$ cat src/rtl/lazyflag_pkg.sv
package lazyflag_pkg;
  // bit positions inside the packed flag word
  localparam int POS_CF = 0;
  localparam int POS_PF = 1;
  localparam int POS_AF = 2;
  localparam int POS_ZF = 3;
  localparam int POS_SF = 4;
  localparam int POS_OF = 5;
  localparam int POS_DF = 6;
  localparam int ARITH_FLAGS = 6;

  typedef struct packed {
    logic captureEn;
    logic loadEn;
    logic dirEn;
    logic useLoaded;
  } flagStrobes_t;
endpackage

$ cat src/rtl/flagCtrl.sv
module flagCtrl
  import lazyflag_pkg::*;
(
  input  logic         clk,
  input  logic         rstN,
  input  logic         capValid,
  input  logic         loadValid,
  input  logic         dirWrite,
  output flagStrobes_t strobes
);
  logic loadedMode;

  always_ff @(posedge clk) begin
    if (!rstN)              loadedMode <= 1'b0;
    else if (capValid)      loadedMode <= 1'b0;
    else if (loadValid)     loadedMode <= 1'b1;
  end

  always_comb begin
    strobes.captureEn = capValid;
    strobes.loadEn    = loadValid && !capValid;
    strobes.dirEn     = dirWrite;
    strobes.useLoaded = loadedMode;
  end


  capture_clears_mode_chk: assert property (@(posedge clk) disable iff (!rstN)
    capValid |=> !loadedMode);

  load_sets_mode_chk: assert property (@(posedge clk) disable iff (!rstN)
    (loadValid && !capValid) |=> loadedMode);
endmodule

$ cat src/rtl/flagData.sv
module flagData
  import lazyflag_pkg::*;
#(
  parameter int DATA_W = 32,
  parameter int WORD_W = 32,
  parameter int NUM_W  = 3
)(
  input  logic              clk,
  input  logic              rstN,
  input  flagStrobes_t      strobes,
  input  logic              capSub,
  input  logic [1:0]        capWidth,
  input  logic [DATA_W-1:0] capResult,
  input  logic [DATA_W-1:0] capOpA,
  input  logic [DATA_W-1:0] capOpB,
  input  logic [WORD_W-1:0] loadWord,
  input  logic              dirValue,
  output logic              zf,
  output logic              sf,
  output logic              pf,
  output logic              cf,
  output logic              af,
  output logic              of,
  output logic              df,
  output logic [WORD_W-1:0] flagWord
);
  localparam int SEL_W = (NUM_W > 1) ? $clog2(NUM_W) : 1;
  localparam int PACK_W = ARITH_FLAGS + 1;

  logic [DATA_W-1:0]      resReg, opAReg, opBReg;
  logic                   subReg;
  logic [SEL_W-1:0]       selReg, selNext;
  logic [ARITH_FLAGS-1:0] savedFlags;
  logic                   dfReg;

  always_comb begin
    if (int'(capWidth) >= NUM_W) selNext = SEL_W'(NUM_W - 1);
    else                         selNext = SEL_W'(capWidth);
  end

  always_ff @(posedge clk) begin
    if (!rstN) begin
      resReg <= '0;
      opAReg <= '0;
      opBReg <= '0;
      subReg <= 1'b0;
      selReg <= '0;
    end else if (strobes.captureEn) begin
      resReg <= capResult;
      opAReg <= capOpA;
      opBReg <= capOpB;
      subReg <= capSub;
      selReg <= selNext;
    end
  end

  always_ff @(posedge clk) begin
    if (!rstN)               savedFlags <= '0;
    else if (strobes.loadEn) savedFlags <= loadWord[ARITH_FLAGS-1:0];
  end

  always_ff @(posedge clk) begin
    if (!rstN)               dfReg <= 1'b0;
    else if (strobes.dirEn)  dfReg <= dirValue;
    else if (strobes.loadEn) dfReg <= loadWord[POS_DF];
  end

  // per-width flag terms
  logic [NUM_W-1:0] zfV, sfV, cfV, ofV;
  for (genvar g = 0; g < NUM_W; g++) begin : g_width
    localparam int W = 8 << g;
    logic [W-1:0] rW, aW, bW, bAdj, ovfTerm;
    assign rW      = resReg[W-1:0];
    assign aW      = opAReg[W-1:0];
    assign bW      = opBReg[W-1:0];
    assign bAdj    = subReg ? bW : ~bW;
    assign ovfTerm = (aW ^ bAdj) & (aW ^ rW);
    assign zfV[g]  = (rW == '0);
    assign sfV[g]  = rW[W-1];
    assign cfV[g]  = subReg ? (aW < bW) : (rW < aW);
    assign ofV[g]  = ovfTerm[W-1];
  end

  logic [DATA_W-1:0]      halfTerm;
  logic [ARITH_FLAGS-1:0] lazyFlags, activeFlags;

  always_comb begin
    halfTerm = opAReg ^ opBReg ^ resReg;
    lazyFlags = '0;
    lazyFlags[POS_CF] = cfV[selReg];
    lazyFlags[POS_PF] = ~^resReg[7:0];
    lazyFlags[POS_AF] = halfTerm[4];
    lazyFlags[POS_ZF] = zfV[selReg];
    lazyFlags[POS_SF] = sfV[selReg];
    lazyFlags[POS_OF] = ofV[selReg];
    activeFlags = strobes.useLoaded ? savedFlags : lazyFlags;
  end

  assign cf = activeFlags[POS_CF];
  assign pf = activeFlags[POS_PF];
  assign af = activeFlags[POS_AF];
  assign zf = activeFlags[POS_ZF];
  assign sf = activeFlags[POS_SF];
  assign of = activeFlags[POS_OF];
  assign df = dfReg;
  assign flagWord = WORD_W'({dfReg, activeFlags});


  zero_after_byte_capture_chk: assert property (@(posedge clk) disable iff (!rstN)
    (strobes.captureEn && capWidth == 2'd0) |=> (zf == ($past(capResult[7:0]) == 8'h00)));

  load_restore_chk: assert property (@(posedge clk) disable iff (!rstN)
    strobes.loadEn |=> (flagWord[ARITH_FLAGS-1:0] == $past(loadWord[ARITH_FLAGS-1:0])));

  dir_write_chk: assert property (@(posedge clk) disable iff (!rstN)
    strobes.dirEn |=> (df == $past(dirValue)));

  df_keep_on_capture_chk: assert property (@(posedge clk) disable iff (!rstN)
    (strobes.captureEn && !strobes.dirEn) |=> $stable(df));

  hold_when_idle_chk: assert property (@(posedge clk) disable iff (!rstN)
    (!strobes.captureEn && !strobes.loadEn && !strobes.dirEn) |=> $stable(flagWord));

  parity_after_capture_chk: assert property (@(posedge clk) disable iff (!rstN)
    strobes.captureEn |=> (pf == ~^$past(capResult[7:0])));
endmodule

$ cat src/rtl/lazyFlagUnit.sv
module lazyFlagUnit
  import lazyflag_pkg::*;
#(
  parameter int DATA_W = 32,
  parameter int WORD_W = 32
)(
  input  logic              clk,
  input  logic              rstN,
  input  logic              capValid,
  input  logic              capSub,
  input  logic [1:0]        capWidth,
  input  logic [DATA_W-1:0] capResult,
  input  logic [DATA_W-1:0] capOpA,
  input  logic [DATA_W-1:0] capOpB,
  input  logic              loadValid,
  input  logic [WORD_W-1:0] loadWord,
  input  logic              dirWrite,
  input  logic              dirValue,
  output logic              zf,
  output logic              sf,
  output logic              pf,
  output logic              cf,
  output logic              af,
  output logic              of,
  output logic              df,
  output logic [WORD_W-1:0] flagWord
);
  flagStrobes_t strobes;

  flagCtrl i_ctrl (
    .clk(clk), .rstN(rstN), .capValid(capValid), .loadValid(loadValid),
    .dirWrite(dirWrite), .strobes(strobes)
  );

  flagData #(.DATA_W(DATA_W), .WORD_W(WORD_W), .NUM_W(3)) i_data (
    .clk(clk), .rstN(rstN), .strobes(strobes), .capSub(capSub),
    .capWidth(capWidth), .capResult(capResult), .capOpA(capOpA), .capOpB(capOpB),
    .loadWord(loadWord), .dirValue(dirValue),
    .zf(zf), .sf(sf), .pf(pf), .cf(cf), .af(af), .of(of), .df(df),
    .flagWord(flagWord)
  );
endmodule

$ cat config.mk
export PLATFORM = sky130hd
export DESIGN_NAME = lazyFlagUnit
export DESIGN_NICKNAME = d
export VERILOG_FILES = /design/src/rtl/lazyflag_pkg.sv /design/src/rtl/flagCtrl.sv /design/src/rtl/flagData.sv /design/src/rtl/lazyFlagUnit.sv
export SDC_FILE = /design/constraint.sdc
export NUM_CORES = 1
export LEC_CHECK = 0
export BUFFER_PORTS_ARGS = -buffer_cell sky130_fd_sc_hd__buf_4
export CAP_MARGIN = 20
export CORE_ASPECT_RATIO = 0.6
export CORE_MARGIN = 3
export CORE_UTILIZATION = 48
export CTS_CLUSTER_SIZE = 30
export DETAILED_ROUTE_END_ITERATION = 6
export PLACE_DENSITY = 0.77
export SLEW_MARGIN = 20
export SYNTH_ARGS = -nofsm -noshare
export SYNTH_HDL_FRONTEND = slang
export SYNTH_SLANG_ARGS = --single-unit
$ cat constraint.sdc
create_clock -name clk -period 2.15 [get_ports clk]
set_input_delay 0.215 -clock clk [delete_from_list [all_inputs] [get_ports clk]]
set_output_delay 0.215 -clock clk [all_outputs]
set_load 0.005 [all_outputs]
* After elaboration in Yosys (flattened, before gate mapping)
Index checks and enable logic that the tools add are counted.
** Word-level totals
- Logic and storage cells :: 57
- Bits of input ports :: 137
- Output and inout bits :: 39
- Register bits after elaboration :: 107
** Operators by class
- Mux-type cells :: 18
- Reduce and logical (&&, ||, !) cells :: 8
- Bitwise logic cells :: 15
- $lt $le $gt $ge :: 8
** Operators with widths (number)
- $lt A32 B32 Y1 :: 2
- $xor A32 B32 Y32 :: 2
- $and A32 B32 Y32 :: 1
- $logic_not A32 Y1 :: 1
- $lt A16 B16 Y1 :: 2
- $mux W32 :: 1
- $not A32 Y32 :: 1
- $xor A16 B16 Y16 :: 2
- $and A16 B16 Y16 :: 1
- $logic_not A16 Y1 :: 1
- $lt A8 B8 Y1 :: 2
- $mux W16 :: 1
- $not A16 Y16 :: 1
- $xor A8 B8 Y8 :: 2
- $xor A5 B5 Y5 :: 2
- $mux W1 :: 9
- $and A8 B8 Y8 :: 1
- $bmux W1 S2 :: 4
- $logic_not A8 Y1 :: 1
- $mux W8 :: 1
- $not A8 Y8 :: 1
- $reduce_xnor A8 Y1 :: 1
- $mux W6 :: 1
- $lt A2 B3 Y1 const B :: 1
- 7 further kinds :: 7

* Longest topological paths before layout
- Depth after elaboration :: 7
- Gate-level depth with buffers :: 9
- Gate-level depth less buffers :: 8

* Modules after synthesis
A second synthesis with hierarchy kept.
** Unflattened totals
- Cells, all modules :: 667
- Area total of the unflattened synthesis :: 6243.5 um2
** By module, submodules not included
- flagData :: seq. area each 2122.0 um2, cells an instance 660, area an instance 6178.4 um2, times used 1
- flagCtrl :: seq. area each 20.0 um2, cells an instance 7, area an instance 65.1 um2, times used 1

* Worst setup path before layout
OpenSTA, ideal clock, no wires.
- Path kind :: flip-flop to output port
- Start point :: reg i_data.opBReg[15] (netlist: i_data.g_width[2].bW[15])
- End point :: out flagWord[0]
- Cell stages (with the launch flop) :: 10
- Path buffers :: 1
- Arrival time :: 1996 ps
- Slack :: -61 ps
- Required time :: 1935 ps
- Cell sequence :: dfxtp_1 > inv_1 > ha_1 > and4_1 > and2_1 > or4b_1 > nand3_1 > o2111ai_1 > a32o_1 > buf_4
** On the way
- Cells in the longest elaborated chain, start to end :: 5
- Elaborated cells on any way between the ends :: 7
- Classes of those cells :: order compare (2); mux (5)
** Ends and longest elaborated chain
- start: declaration :: line flagData.sv:30 : logic [DATA_W-1:0] resReg, opAReg, opBReg;
- start signal: assignment :: line flagData.sv:51 : opBReg <= capOpB;
- $lt A32 B32 Y1 / $lt A16 B16 Y1 (equally long branches) :: line flagData.sv:80 : assign cfV[g] = subReg ? (aW < bW) : (rW < aW);
- $mux W1 :: line flagData.sv:80
- $bmux W1 S2 * :: line flagData.sv:90 : lazyFlags[POS_CF] = cfV[selReg];
- $mux W1 (not written as such) * :: line flagData.sv:90
- $mux W6 * :: line flagData.sv:96 : activeFlags = strobes.useLoaded ? savedFlags : lazyFlags;
- end: declaration :: line lazyFlagUnit.sv:26 : output logic [WORD_W-1:0] flagWord
Every way passes the cells marked *; elsewhere a longest branch is shown, timed or not. The select of a mux whose other input is x is not followed.

* Worst setup path after layout
- Start point :: reg i_data.opBReg[14] (netlist: i_data.g_width[2].bW[14])
- End point :: out flagWord[0]
Same word-level chain as after synthesis.

==> results.yml <==
run_status:
  status: "complete, but fails checks"
  violations: "negative setup slack"
worst_setup_path:
  cp_slowest_stage_delay_ns: 0.47
  start_kind: "flip-flop"
  cp_slowest_cell: "or4b_4"
  crit_arrival_ns: 2.42
  crit_family: "simple AND/OR/NAND/NOR gates"
  end_kind: "output pin"
  setup.worst_path.class: "reg2out"
  crit_required_ns: 1.93
  crit_path_max_fanout: 3
  critPathBufInv: 2
  path_cells: "inv_2, ha_4, and4_4, and2_4, or4b_4, nand3_4, o2111ai_2, a32o_2, buf_6"
yosys:
  synth_flop_cell: "dfxtp_1"
  postSynthAreaPerCell_sq_um: 9.23
  synthCells: 677
  synth_edf_count: 0
  synthTopCellsByArea: "dfxtp_1 (34%), mux2i_1 (17%), ha_1 (13%), nor2b_1 (11%), inv_1 (4.6%)"
  synthesis.area_sq_mm: 0.00625
  synth_most_common_cell: "dfxtp_1"
  yosys_warnings: 0
  yosys.area.top_type: "dfxtp_1"
  synth_seq_cells: 107
  seq_area_frac_synth_pct: 34.3
  yosys.area.top_type_share_pct: 34.3
  ys_types: 42
  async_reset_ff_share_pct: 0
  yosys-top-cells-count: "dfxtp_1 (107), mux2i_1 (105), nor2b_1 (105), inv_1 (76), ha_1 (66)"
detailed_routing:
  drc: 0
  dr.pass1.iters: 4
  wl_per_cell_microns: 15.7
  viasPerCell: 5.01
  wirelength_microns: 15700
  ant_nets: 0
  vias: 4989
  drt_iter0_drc: 204
grt:
  grt_overflow: 0
  grt_max_degree: 68
  grtUsageTotal_pct: 21.2
  antenna_found_initial: 0
  grt_pass1_vias: 5113
  grt_first_pass_wirelength_microns: 24800
power:
  p_per_area_mw_per_mm2: 649
  p_leak_nw: 3.76
  ir_worst_vdd_v: 0.000417
timing:
  period_share_pct: 123
  rsz0062_at_grt: "yes"
  hold_slack_ns: 0.126
  layout_setup_ws_ns: -0.490
  hold_viol: 0
  drv_slew: 0
  fin_crit_ns: 2.64
  tns_ns: -1.57
  setup_viol: 6
  worst_pin_slew_ns: 0.570
  skew_ns: 0
  max_freq_ghz: 0.379
  slew_headroom_pct: 62.0
cells_and_area:
  nFillCells: 1021
  diodes: 0
  multiInputGateArea_sq_mm: 0.00377
  drive_above_1_share_pct: 28.9
  final_area_sq_mm: 0.00808
  fin_util_pct: 65.3
  nNetsFinal: 1030
  area.sequential_sq_mm: 0.00216
  area_delta_synth_final_pct: 29.3
cts:
  cts.path.max_buffers: 2
  clk_pin_slew_ns: 0.07
  ctsHoldBuffers: 0
  clockRootBuffer: "clkbuf_16"
  cts_max_level: 3
  numCtsBuffers: 9
  clk_latency_ns: 0.34
  cts_tree: "yes"
  cts.sinks: 107
die:
  die_h_microns: 94.4
  coreArea_sq_mm: 0.0124
  initial_core_util_pct: 50.5
  die_w_microns: 153
  io_pins: 176
  num_rows: 31
  dieArea_sq_mm: 0.0145
run:
  maxCapViolations: 0
placed_design:
  pre_cts_ws_ns: -0.226
  portBuffers: 125
  postPlaceCellArea_sq_mm: 0.00750
  place_congestion: 0.852
  dp_hpwl_microns: 11900
min_path:
  hold_path_class: "in2reg"
==> area by class of cell <==
cell class,instances,area share [%]
Multi-Input combinational cell,460,46.6
Sequential cell,107,26.8
Timing Repair Buffer,173,16.6
Inverter,76,3.53
Clock buffer,10,2.96
Tap cell,165,2.55
Clock inverter,5,0.960
==> final timing paths <==
check,startpoint,to,slack (ns),depth (start not counted)
worst max-delay path,i_data.g_width[2].bW[14],flagWord[0],-0.49,9
worst min register to register,i_data.g_width[2].bW[10],i_data.g_width[2].bW[10],0.51,2
worst max register to register,i_data.selReg[0],i_data.selReg[0],1.18,4
worst min-delay path,capOpA[5],i_data.g_width[2].aW[5],0.13,3
==> worst register-to-register path: cells and delay by family (launching register included) <==
family | cells | cell delay, ns
buffers and inverters | 2 | 0.29
AND/OR/NAND/NOR | 1 | 0.17
AO/OA/AOI/OAI | 1 | 0.09
flip-flops | 1 | 0.31
==> power by group <==
group / switching, mW / total [mW] / internal (mW) / leakage (nW)
sequential: 0.0969 / 2.20 / 2.10 / 0.889
combinational: 0.595 / 1.28 / 0.684 / 2.71
clock: 0.724 / 1.77 / 1.04 / 0.154
total: 1.42 / 5.25 / 3.83 / 3.76
==> timing repair <==
action	CTS	global route
resized for setup	40	16
setup buffers	4	1
cloned	0	0
pin swaps	7	12
setup endpoints to repair	6	8
==> layout by cell type, fill, tap and decap left out, drive strengths merged, types with 2 or more instances in the layout <==
cell,count
buf,173
a2111oi,2
dfxtp,107
nand4,8
nand3,5
ha,66
nor4,8
bufinv,2
o21ai,15
o31ai,2
nor3b,2
and2,3
o22ai,2
nand2b,2
a221oi,4
conb,25
nand2,30
inv,76
mux2i,105
nor3,4
a21oi,31
nor2b,105
xnor2,8
a311oi,2
or3,3
and4,3
clkinv,2
xor2,2
nor2,13
clkbuf,10
a22oi,3
==> metrics by stage <==
step / total power [mW] / cells
final: 5.25 / 996
after global placement: 3.35 / 977
after CTS: 5.24 / 995
after detailed placement: 3.40 / 977
after floorplan: 2.93 / 701
after global routing: 5.51 / 996
==> sequential cells by signal (all words and copies together) (netlist names) <==
name and count:
i_data.df 1, i_data.g_width.bW 32, i_ctrl.loadedMode 1, i_data.subReg 1, i_data.g_width.aW 32, i_data.savedFlags 6
i_data.selReg 2, i_data.g_width.rW 32
==> cell families (layout without fill, tap and decap cells) <==
logic type,Yosys count,count (layout),synth area share (%)
multiplexers,106,106,17.0
AO/OA/AOI/OAI,64,64,6.35
flip-flops,107,107,34.3
other,1,25,0.0600
XOR/XNOR,10,10,1.40
AND/OR/NAND/NOR,189,189,17.4
adder cells (fa/ha/maj),66,66,13.2
buffers and inverters,134,264,10.3
==> layer usage <==
layer	up-vias	wire, microns	global-route usage (%)
met4	0	139	3.78
met3	15	1170	5.27
li1	2519	-	-
met1	2303	7420	29.2
met2	152	6930	34.4
met5	-	0	0
(Power assumes the default switching activity.)
